### src/rtl/sdram_dec_pkg.sv
package sdram_dec_pkg;
  localparam int ROW_W   = 13;
  localparam int BANK_W  = 2;
  localparam int N_BANKS = 1 << BANK_W;
  localparam int AP_BIT  = 10;

  typedef enum logic [2:0] {
    CMD_NOP = 3'd0,
    CMD_ACT = 3'd1,
    CMD_RD  = 3'd2,
    CMD_WR  = 3'd3,
    CMD_PRE = 3'd4,
    CMD_REF = 3'd5,
    CMD_MRS = 3'd6
  } cmdType_t;

  typedef struct packed {
    logic               fire;
    cmdType_t           kind;
    logic [N_BANKS-1:0] maskOut;
    logic [N_BANKS-1:0] openSet;
    logic [N_BANKS-1:0] closeSet;
    logic               useAddrRow;
    logic               useStoredRow;
    logic               showCol;
    logic               apOut;
    logic               errOut;
  } ctrlStrobe_t;

  function automatic int colWidth(input int org);
    if (org == 16)     return 9;
    else if (org == 8) return 10;
    else               return 11;
  endfunction
endpackage

### src/rtl/sdram_dec_ctrl.sv
module sdram_dec_ctrl
  import sdram_dec_pkg::*;
(
  input  logic               cke,
  input  logic               csN,
  input  logic               rasN,
  input  logic               casN,
  input  logic               weN,
  input  logic               apBit,
  input  logic [BANK_W-1:0]  ba,
  input  logic [N_BANKS-1:0] openMask,
  output ctrlStrobe_t        strobe
);
  logic [N_BANKS-1:0] bankOh;
  logic               selected;
  logic               bankOpen;

  assign selected = cke && !csN;
  assign bankOpen = openMask[ba];

  always_comb begin
    bankOh = '0;
    for (int i = 0; i < N_BANKS; i++) begin
      if (ba == i[BANK_W-1:0]) bankOh[i] = 1'b1;
    end
  end

  always_comb begin
    strobe = '0;
    strobe.kind = CMD_NOP;
    if (selected) begin
      unique case ({rasN, casN, weN})
        3'b111: begin
          strobe.fire = 1'b1;
          strobe.kind = CMD_NOP;
        end
        3'b011: begin
          strobe.fire       = 1'b1;
          strobe.kind       = CMD_ACT;
          strobe.maskOut    = bankOh;
          strobe.useAddrRow = 1'b1;
          strobe.errOut     = bankOpen;
          strobe.openSet    = bankOpen ? '0 : bankOh;
        end
        3'b101, 3'b100: begin
          strobe.fire         = 1'b1;
          strobe.kind         = weN ? CMD_RD : CMD_WR;
          strobe.maskOut      = bankOh;
          strobe.useStoredRow = 1'b1;
          strobe.showCol      = 1'b1;
          strobe.apOut        = apBit;
          strobe.errOut       = !bankOpen;
          strobe.closeSet     = (apBit && bankOpen) ? bankOh : '0;
        end
        3'b010: begin
          strobe.fire     = 1'b1;
          strobe.kind     = CMD_PRE;
          strobe.maskOut  = apBit ? {N_BANKS{1'b1}} : bankOh;
          strobe.closeSet = apBit ? {N_BANKS{1'b1}} : bankOh;
        end
        3'b001: begin
          strobe.fire = 1'b1;
          strobe.kind = CMD_REF;
        end
        3'b000: begin
          strobe.fire       = 1'b1;
          strobe.kind       = CMD_MRS;
          strobe.useAddrRow = 1'b1;
        end
        default: strobe.fire = 1'b0;
      endcase
    end
  end
endmodule

### src/rtl/sdram_dec_datapath.sv
module sdram_dec_datapath
  import sdram_dec_pkg::*;
#(
  parameter int ORG   = 16,
  parameter int COL_W = colWidth(ORG)
) (
  input  logic               clk,
  input  logic               rstN,
  input  logic [ROW_W-1:0]   addr,
  input  logic [BANK_W-1:0]  ba,
  input  ctrlStrobe_t        strobe,
  output logic [N_BANKS-1:0] openMask,
  output logic               cmdValid,
  output logic [2:0]         cmdType,
  output logic [N_BANKS-1:0] bankMask,
  output logic [ROW_W-1:0]   rowAddr,
  output logic [COL_W-1:0]   colAddr,
  output logic               autoPre,
  output logic               cmdError
);
  logic [ROW_W-1:0] rowStore [N_BANKS];
  logic [COL_W-1:0] colSel;
  logic [ROW_W-1:0] rowSel;

  generate
    if (ORG == 16) begin : g_col16
      assign colSel = addr[8:0];
    end else if (ORG == 8) begin : g_col8
      assign colSel = addr[9:0];
    end else begin : g_col4
      assign colSel = {addr[11], addr[9:0]};
    end
  endgenerate

  generate
    for (genvar b = 0; b < N_BANKS; b++) begin : g_bank
      always_ff @(posedge clk) begin
        if (!rstN) begin
          openMask[b] <= 1'b0;
          rowStore[b] <= '0;
        end else if (strobe.openSet[b]) begin
          openMask[b] <= 1'b1;
          rowStore[b] <= addr;
        end else if (strobe.closeSet[b]) begin
          openMask[b] <= 1'b0;
          rowStore[b] <= '0;
        end
      end
    end
  endgenerate

  always_comb begin
    if (strobe.useAddrRow)        rowSel = addr;
    else if (strobe.useStoredRow) rowSel = rowStore[ba];
    else                          rowSel = '0;
  end

  always_ff @(posedge clk) begin
    if (!rstN || !strobe.fire) begin
      cmdValid <= 1'b0;
      cmdType  <= CMD_NOP;
      bankMask <= '0;
      rowAddr  <= '0;
      colAddr  <= '0;
      autoPre  <= 1'b0;
      cmdError <= 1'b0;
    end else begin
      cmdValid <= 1'b1;
      cmdType  <= strobe.kind;
      bankMask <= strobe.maskOut;
      rowAddr  <= rowSel;
      colAddr  <= strobe.showCol ? colSel : '0;
      autoPre  <= strobe.apOut;
      cmdError <= strobe.errOut;
    end
  end
endmodule

### src/rtl/sdram_cmd_decoder.sv
module sdram_cmd_decoder
  import sdram_dec_pkg::*;
#(
  parameter int ORG = 16,
  localparam int COL_W = colWidth(ORG)
) (
  input  logic             clk,
  input  logic             rstN,
  input  logic             cke,
  input  logic             csN,
  input  logic             rasN,
  input  logic             casN,
  input  logic             weN,
  input  logic [12:0]      addr,
  input  logic [1:0]       ba,
  output logic             cmdValid,
  output logic [2:0]       cmdType,
  output logic [3:0]       bankMask,
  output logic [12:0]      rowAddr,
  output logic [COL_W-1:0] colAddr,
  output logic             autoPre,
  output logic             cmdError,
  output logic [3:0]       openMask
);
  ctrlStrobe_t strobe;

  sdram_dec_ctrl u_ctrl (
    .cke      (cke),
    .csN      (csN),
    .rasN     (rasN),
    .casN     (casN),
    .weN      (weN),
    .apBit    (addr[AP_BIT]),
    .ba       (ba),
    .openMask (openMask),
    .strobe   (strobe)
  );

  sdram_dec_datapath #(.ORG(ORG), .COL_W(COL_W)) u_dp (
    .clk      (clk),
    .rstN     (rstN),
    .addr     (addr),
    .ba       (ba),
    .strobe   (strobe),
    .openMask (openMask),
    .cmdValid (cmdValid),
    .cmdType  (cmdType),
    .bankMask (bankMask),
    .rowAddr  (rowAddr),
    .colAddr  (colAddr),
    .autoPre  (autoPre),
    .cmdError (cmdError)
  );
endmodule

### config.mk
export PLATFORM = sky130hd
export DESIGN_NAME = sdram_cmd_decoder
export DESIGN_NICKNAME = d
export VERILOG_FILES = /design/src/rtl/sdram_dec_pkg.sv /design/src/rtl/sdram_dec_ctrl.sv /design/src/rtl/sdram_dec_datapath.sv /design/src/rtl/sdram_cmd_decoder.sv
export SDC_FILE = /design/constraint.sdc
export NUM_CORES = 1
export LEC_CHECK = 0
export BUFFER_PORTS_ARGS = -buffer_cell sky130_fd_sc_hd__clkbuf_2
export CAP_MARGIN = 20
export CORE_ASPECT_RATIO = 0.6
export CORE_MARGIN = 3
export CORE_UTILIZATION = 55
export DETAILED_ROUTE_END_ITERATION = 8
export PLACE_DENSITY = 0.78
export REMOVE_ABC_BUFFERS = 1
export SYNTH_ARGS = -nofsm -noshare
export SYNTH_HDL_FRONTEND = slang
export SYNTH_HIERARCHICAL = 1
export SYNTH_SLANG_ARGS = --single-unit
### constraint.sdc
create_clock -name clk -period 3.6 [get_ports clk]
set_input_delay 0.36 -clock clk [delete_from_list [all_inputs] [get_ports clk]]
set_output_delay 0.36 -clock clk [all_outputs]
set_load 0.005 [all_outputs]
After elaboration in Yosys (flattened, before gate mapping). Memories as Yosys holds them, arrays and structs flattened. Index checks and enable logic that the tools add are counted.

Register bits after elaboration: 36. Latch bits: 0. Bits in writable memories: 52. Bits in read-only memories: 0. Input port bits: 22. Output and inout bits: 36. Logic and storage cells: 120. Memories: 1.

Add/sub/neg operators: 0. $mul: 0. Div/mod/pow operators: 0. $lt $le $gt $ge: 1. Equality and inequality tests: 9. Shift-type cells: 0. Mux-type cells: 67. Bitwise gates (word level): 11. Reductions and logical operators: 20.

Memories: u_dp.rowStore (depth 4, width 13, rd ports 1, clocked after Yosys merged registers in 0, write ports 4, line sdram_dec_datapath.sv:21) `logic [ROW_W-1:0] rowStore [N_BANKS];`.

Operators with widths (count): 13-bit two-way mux (10); 1-bit two-way mux (46); 21-bit two-way mux (1); 4-bit two-way mux (4); 4-bit one-hot mux with 2 select lines (2); 3-bit one-hot mux with 5 select lines (1); 3-bit equality test (second input constant) (3); 1-bit bitwise OR (8); 2-bit nonzero test (4); 2-bit OR reduction (4); 7-bit OR reduction (1); 3-bit by 2-bit equality test with 1-bit output (second input constant) (2); 3-bit OR reduction (2); 2-bit equality test (second input constant) (2); 1-bit logical NOT (4); 3-bit by 1-bit equality test with 1-bit output (second input constant) (1); 3-bit logical NOT (1); 2-bit by 3-bit < comparator with 1-bit output (second input constant) (1); 3-bit two-way mux (1); 1-bit inverter (3); 1-bit binary-select mux with 2-bit select (1); 2-bit by 1-bit equality test with 1-bit output (second input constant) (1); 1-bit logical AND (2); 2-bit logical NOT (1); 2 further kinds (2).

Longest topological paths before layout.
Depth in word-level cells: 11. Mapped depth: 7. Gate-level depth less buffers: 5.

By module. Netlist, hierarchy kept.

By module, submodules not included: sdram_dec_datapath (instances 1, cells an instance 216, area an instance 3325.7 sq um); sdram_dec_ctrl (instances 1, cells an instance 56, area an instance 362.8 sq um).

Worst setup path after synthesis. No wires, ideal clock.

Kind: input port to flip-flop. Start: input ba[0]. End: memory u_dp.rowStore[0][0], enable pin. Data arrival time: 1.923 ns. Data required time: 3.271 ns. Setup slack: 1.348 ns. Cell stages on the path: 5. Buffers on the path: 1. Cells stage by stage: buf_6 mux4_2 or4_4 nor3_2 or3b_2.

RTL lines: start: declaration (line sdram_cmd_decoder.sv:15) `input logic [1:0] ba,`; end: declaration (line sdram_dec_datapath.sv:21).

==> impl_results.html <==
<table>
<tr><th>Metric</th><th>Value</th></tr>
<tr><th colspan="2">Status</th></tr>
<tr><td>Outcome</td><td>finished clean</td></tr>
<tr><th colspan="2">Detailed routing</th></tr>
<tr><td>Routed len/inst</td><td>19.6 um</td></tr>
<tr><td>Initial DRT Pass Iterations</td><td>5</td></tr>
<tr><td>Number of remaining DRC errors</td><td>0</td></tr>
<tr><td>Via density per instance</td><td>6.03</td></tr>
<tr><td>Routed Antenna Nets</td><td>0</td></tr>
<tr><td>Total number of vias</td><td>2,497</td></tr>
<tr><td>Total wirelength of the detailed-routed design</td><td>8120 um</td></tr>
<tr><td>Number of design-rule violations left by the first detailed-router iteration</td><td>250</td></tr>
<tr><th colspan="2">CTS</th></tr>
<tr><td>Level count of the clock H-tree</td><td>3</td></tr>
<tr><td>CTS clock-pin slew for the worst setup and hold paths</td><td>0.09 ns</td></tr>
<tr><td>CTS tree</td><td>done</td></tr>
<tr><td>CTS root buffer</td><td>sky130_fd_sc_hd__clkbuf_8</td></tr>
<tr><td>Number of buffers between clock root and the deepest sink</td><td>2</td></tr>
<tr><td>Clock sink count</td><td>88</td></tr>
<tr><td>Worst skew pair latency</td><td>0.35 ns</td></tr>
<tr><td>TritonCTS buffer count</td><td>9</td></tr>
<tr><td>Setup repair bufs after CTS</td><td>0</td></tr>
<tr><td>Count of instances resized after the clock tree is built</td><td>0</td></tr>
<tr><td>Number of buffers added to fix hold violations after cts</td><td>0</td></tr>
<tr><th colspan="2">Power</th></tr>
<tr><td>Internal Dissipation</td><td>1470 uW</td></tr>
<tr><td>Switching power share of the total</td><td>0.218</td></tr>
<tr><td>Worst IR Drop VDD</td><td>0.327 mV</td></tr>
<tr><td>Static power due to leakage</td><td>0.00191 uW</td></tr>
<tr><td>Fraction of power consumed by the clock network</td><td>0.338</td></tr>
<tr><td>Pwr/cell area</td><td>446 nW/um2</td></tr>
<tr><td>Logic pwr share</td><td>0.069</td></tr>
<tr><td>Relative contribution of sequential cells to total power</td><td>0.593</td></tr>
<tr><td>Net switching power of the design</td><td>410 uW</td></tr>
<tr><th colspan="2">Logic synthesis</th></tr>
<tr><td>Most used standard cells in the synthesized netlist</td><td>sky130_fd_sc_hd__and3_1 (71), sky130_fd_sc_hd__edfxtp_1 (52), sky130_fd_sc_hd__dfxtp_1 (36)</td></tr>
<tr><td>Simple-gate share of the synthesized area</td><td>0.190</td></tr>
<tr><td>Most common cell in the netlist</td><td>sky130_fd_sc_hd__and3_1</td></tr>
<tr><td>Proportion of synthesized area in mux cells</td><td>0.0916</td></tr>
<tr><td>Synthesized netlist cell count</td><td>272</td></tr>
<tr><td>Synth unique cells</td><td>35</td></tr>
<tr><td>Yosys warns</td><td>6</td></tr>
<tr><td>Largest area contributor in the netlist</td><td>sky130_fd_sc_hd__edfxtp_1</td></tr>
<tr><td>Adder-Cell Fraction of Synth Area</td><td>0</td></tr>
<tr><td>Share of Yosys cell area claimed by the top area cell type</td><td>0.423</td></tr>
<tr><td>Number of synthesized register bits</td><td>88</td></tr>
<tr><td>Sequential cell area fraction in the yosys report</td><td>0.619</td></tr>
<tr><td>Synth Area in Compound Gates</td><td>0.0624</td></tr>
<tr><td>Netlist area before placement</td><td>3690 um2</td></tr>
<tr><td>Commonest register cell after synthesis</td><td>sky130_fd_sc_hd__edfxtp_1</td></tr>
<tr><td>Synth async-reset ratio</td><td>0</td></tr>
<tr><td>Dominant combinational cell family by area after synthesis</td><td>simple AND/OR/NAND/NOR gates</td></tr>
<tr><td>Post-synthesis area per instance</td><td>13.6 um2</td></tr>
<tr><td>Fraction of synthesized cell area in xor and xnor cells</td><td>0.00475</td></tr>
<tr><td>Largest cells by area after synthesis</td><td>sky130_fd_sc_hd__edfxtp_1 (42%), sky130_fd_sc_hd__dfxtp_1 (20%), sky130_fd_sc_hd__and3_1 (12%)</td></tr>
<tr><td>Number of enable-type register cells in the synthesized netlist</td><td>52</td></tr>
<tr><th colspan="2">STA</th></tr>
<tr><td>Total negative slack for setup checks</td><td>0 ns</td></tr>
<tr><td>Max Clk Rate</td><td>420 MHz</td></tr>
<tr><td>Final Worst Setup Slack</td><td>1.22 ns</td></tr>
<tr><td>Final clock period utilization by the worst path</td><td>0.662</td></tr>
<tr><td>Slew at the pin closest to its max-slew limit</td><td>0.664 ns</td></tr>
<tr><td>Fin. Hold Viols</td><td>0</td></tr>
<tr><td>Final critical-path required period</td><td>2.38 ns</td></tr>
<tr><td>Unrepaired setup endpoints after global routing</td><td>false</td></tr>
<tr><td>Max transition margin</td><td>0.557</td></tr>
<tr><td>Final setup fails</td><td>0</td></tr>
<tr><td>Max-slew violation total from the final report</td><td>0</td></tr>
<tr><td>Final Skew</td><td>0.0105 ns</td></tr>
<tr><th colspan="2">Critical path</th></tr>
<tr><td>Crit path buffers/inverters</td><td>1</td></tr>
<tr><td>Data arrival at the endpoint of the critical path</td><td>2.39 ns</td></tr>
<tr><td>Cell type of the slowest stage on the worst timing path</td><td>sky130_fd_sc_hd__mux4_2</td></tr>
<tr><td>Crit Path Class</td><td>reg2reg</td></tr>
<tr><td>Worst stage delay on the critical path</td><td>0.50 ns</td></tr>
<tr><td>Critical path fanouts, max</td><td>15</td></tr>
<tr><td>Cell class contributing the biggest share of worst-path delay</td><td>simple AND/OR/NAND/NOR gates</td></tr>
<tr><td>Internal reg-to-reg setup slack</td><td>1.22 ns</td></tr>
<tr><td>CP endpoint kind</td><td>register</td></tr>
<tr><td>Timing endpoint of the critical path</td><td>u_dp/rowStore[2][5]$_SDFFCE_PP0P_</td></tr>
<tr><td>Length in cells of the worst reg-to-reg path</td><td>5</td></tr>
<tr><td>Worst reg2reg endpoint</td><td>u_dp/rowStore[2][5]$_SDFFCE_PP0P_</td></tr>
<tr><td>Critical path required time</td><td>3.60 ns</td></tr>
<tr><td>Critical-path cell list</td><td>mux4_2 &gt; or4_4 &gt; nor2_1 &gt; buf_4 &gt; or3b_2</td></tr>
<tr><td>Reg2Reg Launch Point</td><td>u_dp/openMask[3]$_SDFFE_PN0P_</td></tr>
<tr><td>CP Launch Point</td><td>u_dp/openMask[3]$_SDFFE_PN0P_</td></tr>
<tr><td>Logic depth of the worst setup path including buffers</td><td>5</td></tr>
<tr><td>Kind of launch point of the worst setup path</td><td>register</td></tr>
<tr><th colspan="2">Cells and area</th></tr>
<tr><td>Number of nets in the finished design</td><td>347</td></tr>
<tr><td>Syn-to-layout area delta</td><td>14.1%</td></tr>
<tr><td>Ratio of cells with drive above 1 in the final layout</td><td>0.300</td></tr>
<tr><td>Antenna diode count</td><td>0</td></tr>
<tr><td>Fill cell total of the finished layout</td><td>483</td></tr>
<tr><th colspan="2">Global routing</th></tr>
<tr><td>Pin count of the biggest net entering global routing</td><td>44</td></tr>
<tr><td>Global router's overall resource usage</td><td>0.217</td></tr>
<tr><td>Antenna violations before repair</td><td>0</td></tr>
<tr><td>Remaining Overflow, GRT</td><td>0</td></tr>
<tr><td>Global-route wire length before repair</td><td>12,800 um</td></tr>
<tr><td>Number of global-route vias before repair</td><td>2,430</td></tr>
<tr><th colspan="2">Worst hold path</th></tr>
<tr><td>Path category of the worst min-delay check</td><td>in2reg</td></tr>
<tr><th colspan="2">Floorplanning</th></tr>
<tr><td># rows</td><td>22</td></tr>
<tr><td>I/O pin count</td><td>58</td></tr>
<tr><td>Die width</td><td>112 um</td></tr>
<tr><td>Die height</td><td>69.4 um</td></tr>
<tr><td>Starting utilization of the core area</td><td>0.585</td></tr>
<tr><td>Area of the placeable core</td><td>6300 um2</td></tr>
<tr><td>Die area</td><td>7760 um2</td></tr>
<tr><th colspan="2">Job</th></tr>
<tr><td>Number of violations of the max-capacitance limit</td><td>0</td></tr>
<tr><th colspan="2">Placed design</th></tr>
<tr><td>Gp weighted congestion</td><td>0.816</td></tr>
<tr><td>Placed wire-length estimate</td><td>5270 um</td></tr>
<tr><td>Post-placement worst setup slack</td><td>1.05 ns</td></tr>
<tr><td>Port buffer count</td><td>57</td></tr>
</table>
routing by layer:
layer  track usage  part of all wire  vias to the layer above
li1              -                 -                     1152
met1         0.304              0.43                     1226
met2         0.341              0.47                      115
met3        0.0663             0.098                        4
met4        0.0445            0.0043                        0
met5             0                 0                        -
metrics by stage:
stage / hold slack, ns / power [uW] / area [um2] / util / cells
floorplan: 0.478 / 1190 / 3580 / - / 249
global placement: 0.617 / 1260 / 4030 / 0.639 / 398
detailed placement: 0.635 / 1260 / 4030 / 0.639 / 398
CTS: 0.267 / 1900 / 4210 / 0.668 / 414
global route: 0.283 / 1960 / 4210 / 0.668 / 414
finish: 0.281 / 1880 / 4210 / 0.668 / 414
flip-flops by register name (all words and copies together), names as in the netlist:
name           count
u_dp/autoPre       1
u_dp/cmdType       3
u_dp/colAddr       9
u_dp/openMask      4
u_dp/rowAddr      13
u_dp/cmdError      1
u_dp/cmdValid      1
u_dp/rowStore     52
u_dp/bankMask      4
cells in the final DEF, fill, tap and decap left out, types with 2 or more instances in the layout:
master / count
sky130_fd_sc_hd__nor2b_1: 6
sky130_fd_sc_hd__dfxtp_1: 36
sky130_fd_sc_hd__edfxtp_1: 52
sky130_fd_sc_hd__o31ai_1: 2
sky130_fd_sc_hd__clkinv_2: 3
sky130_fd_sc_hd__inv_1: 3
sky130_fd_sc_hd__xor2_1: 2
sky130_fd_sc_hd__mux4_1: 3
sky130_fd_sc_hd__nor2_1: 7
sky130_fd_sc_hd__nor3b_1: 2
sky130_fd_sc_hd__nor3_2: 2
sky130_fd_sc_hd__nand2_1: 4
sky130_fd_sc_hd__mux4_2: 11
sky130_fd_sc_hd__buf_4: 8
sky130_fd_sc_hd__a22o_1: 13
sky130_fd_sc_hd__nor3_1: 3
sky130_fd_sc_hd__and2_1: 4
sky130_fd_sc_hd__a31oi_1: 5
sky130_fd_sc_hd__o21a_1: 5
sky130_fd_sc_hd__or3b_2: 4
sky130_fd_sc_hd__clkbuf_2: 57
sky130_fd_sc_hd__a21oi_1: 3
sky130_fd_sc_hd__and3_1: 71
sky130_fd_sc_hd__clkbuf_8: 9
sky130_fd_sc_hd__clkbuf_1: 2
logic make-up after synthesis:
kind of cell	Yosys count
and+or+nand+nor	111
DFF	88
xor gates and xnor gates	2
buffers and inverters	26
muxes	15
AOI/OAI and AO/OA	30
worst min-delay path by stage:
stage / to / cells after the start / start / slack [ns]
finish: u_dp/rowAddr[9]$_SDFF_PN0_ / 2 / addr[9] / 0.28
global route: u_dp/rowAddr[9]$_SDFF_PN0_ / 2 / addr[9] / 0.28
CTS: u_dp/rowAddr[9]$_SDFF_PN0_ / 2 / addr[9] / 0.27
detailed placement: u_dp/openMask[2]$_SDFFE_PN0P_ / 2 / u_dp/openMask[2]$_SDFFE_PN0P_ / 0.63
global placement: u_dp/openMask[2]$_SDFFE_PN0P_ / 2 / u_dp/openMask[2]$_SDFFE_PN0P_ / 0.62
floorplan: u_dp/openMask[0]$_SDFFE_PN0P_ / 1 / rstN / 0.48
worst reg2reg max path, stage by stage, from the launching register on:
cell and delay (ns):
sky130_fd_sc_hd__dfxtp_1 0.33, sky130_fd_sc_hd__mux4_2 0.50, sky130_fd_sc_hd__or4_4 0.47, sky130_fd_sc_hd__nor2_1 0.11, sky130_fd_sc_hd__buf_4 0.21, sky130_fd_sc_hd__or3b_2 0.42
area by class of cell:
cell class / count / area (um2) / area share
flip-flops and latches: 88 / 2280 / 0.542
multi-input cells: 158 / 1290 / 0.305
repair buffers: 65 / 345 / 0.0820
clock buffers: 11 / 131 / 0.0312
well taps: 84 / 105 / 0.0250
clock inverters: 5 / 48.8 / 0.0116
inverters: 3 / 11.3 / 0.00267
power groups by stage:
stage	Combinational (uW)	Clock [uW]	Sequential [uW]
final	129	636	1110
after global placement	124	0	1130
after global routing	141	701	1120
after CTS	128	655	1110
after detailed placement	128	0	1140
after floorplan	63.4	0	1130
(Power assumes the default switching activity.)
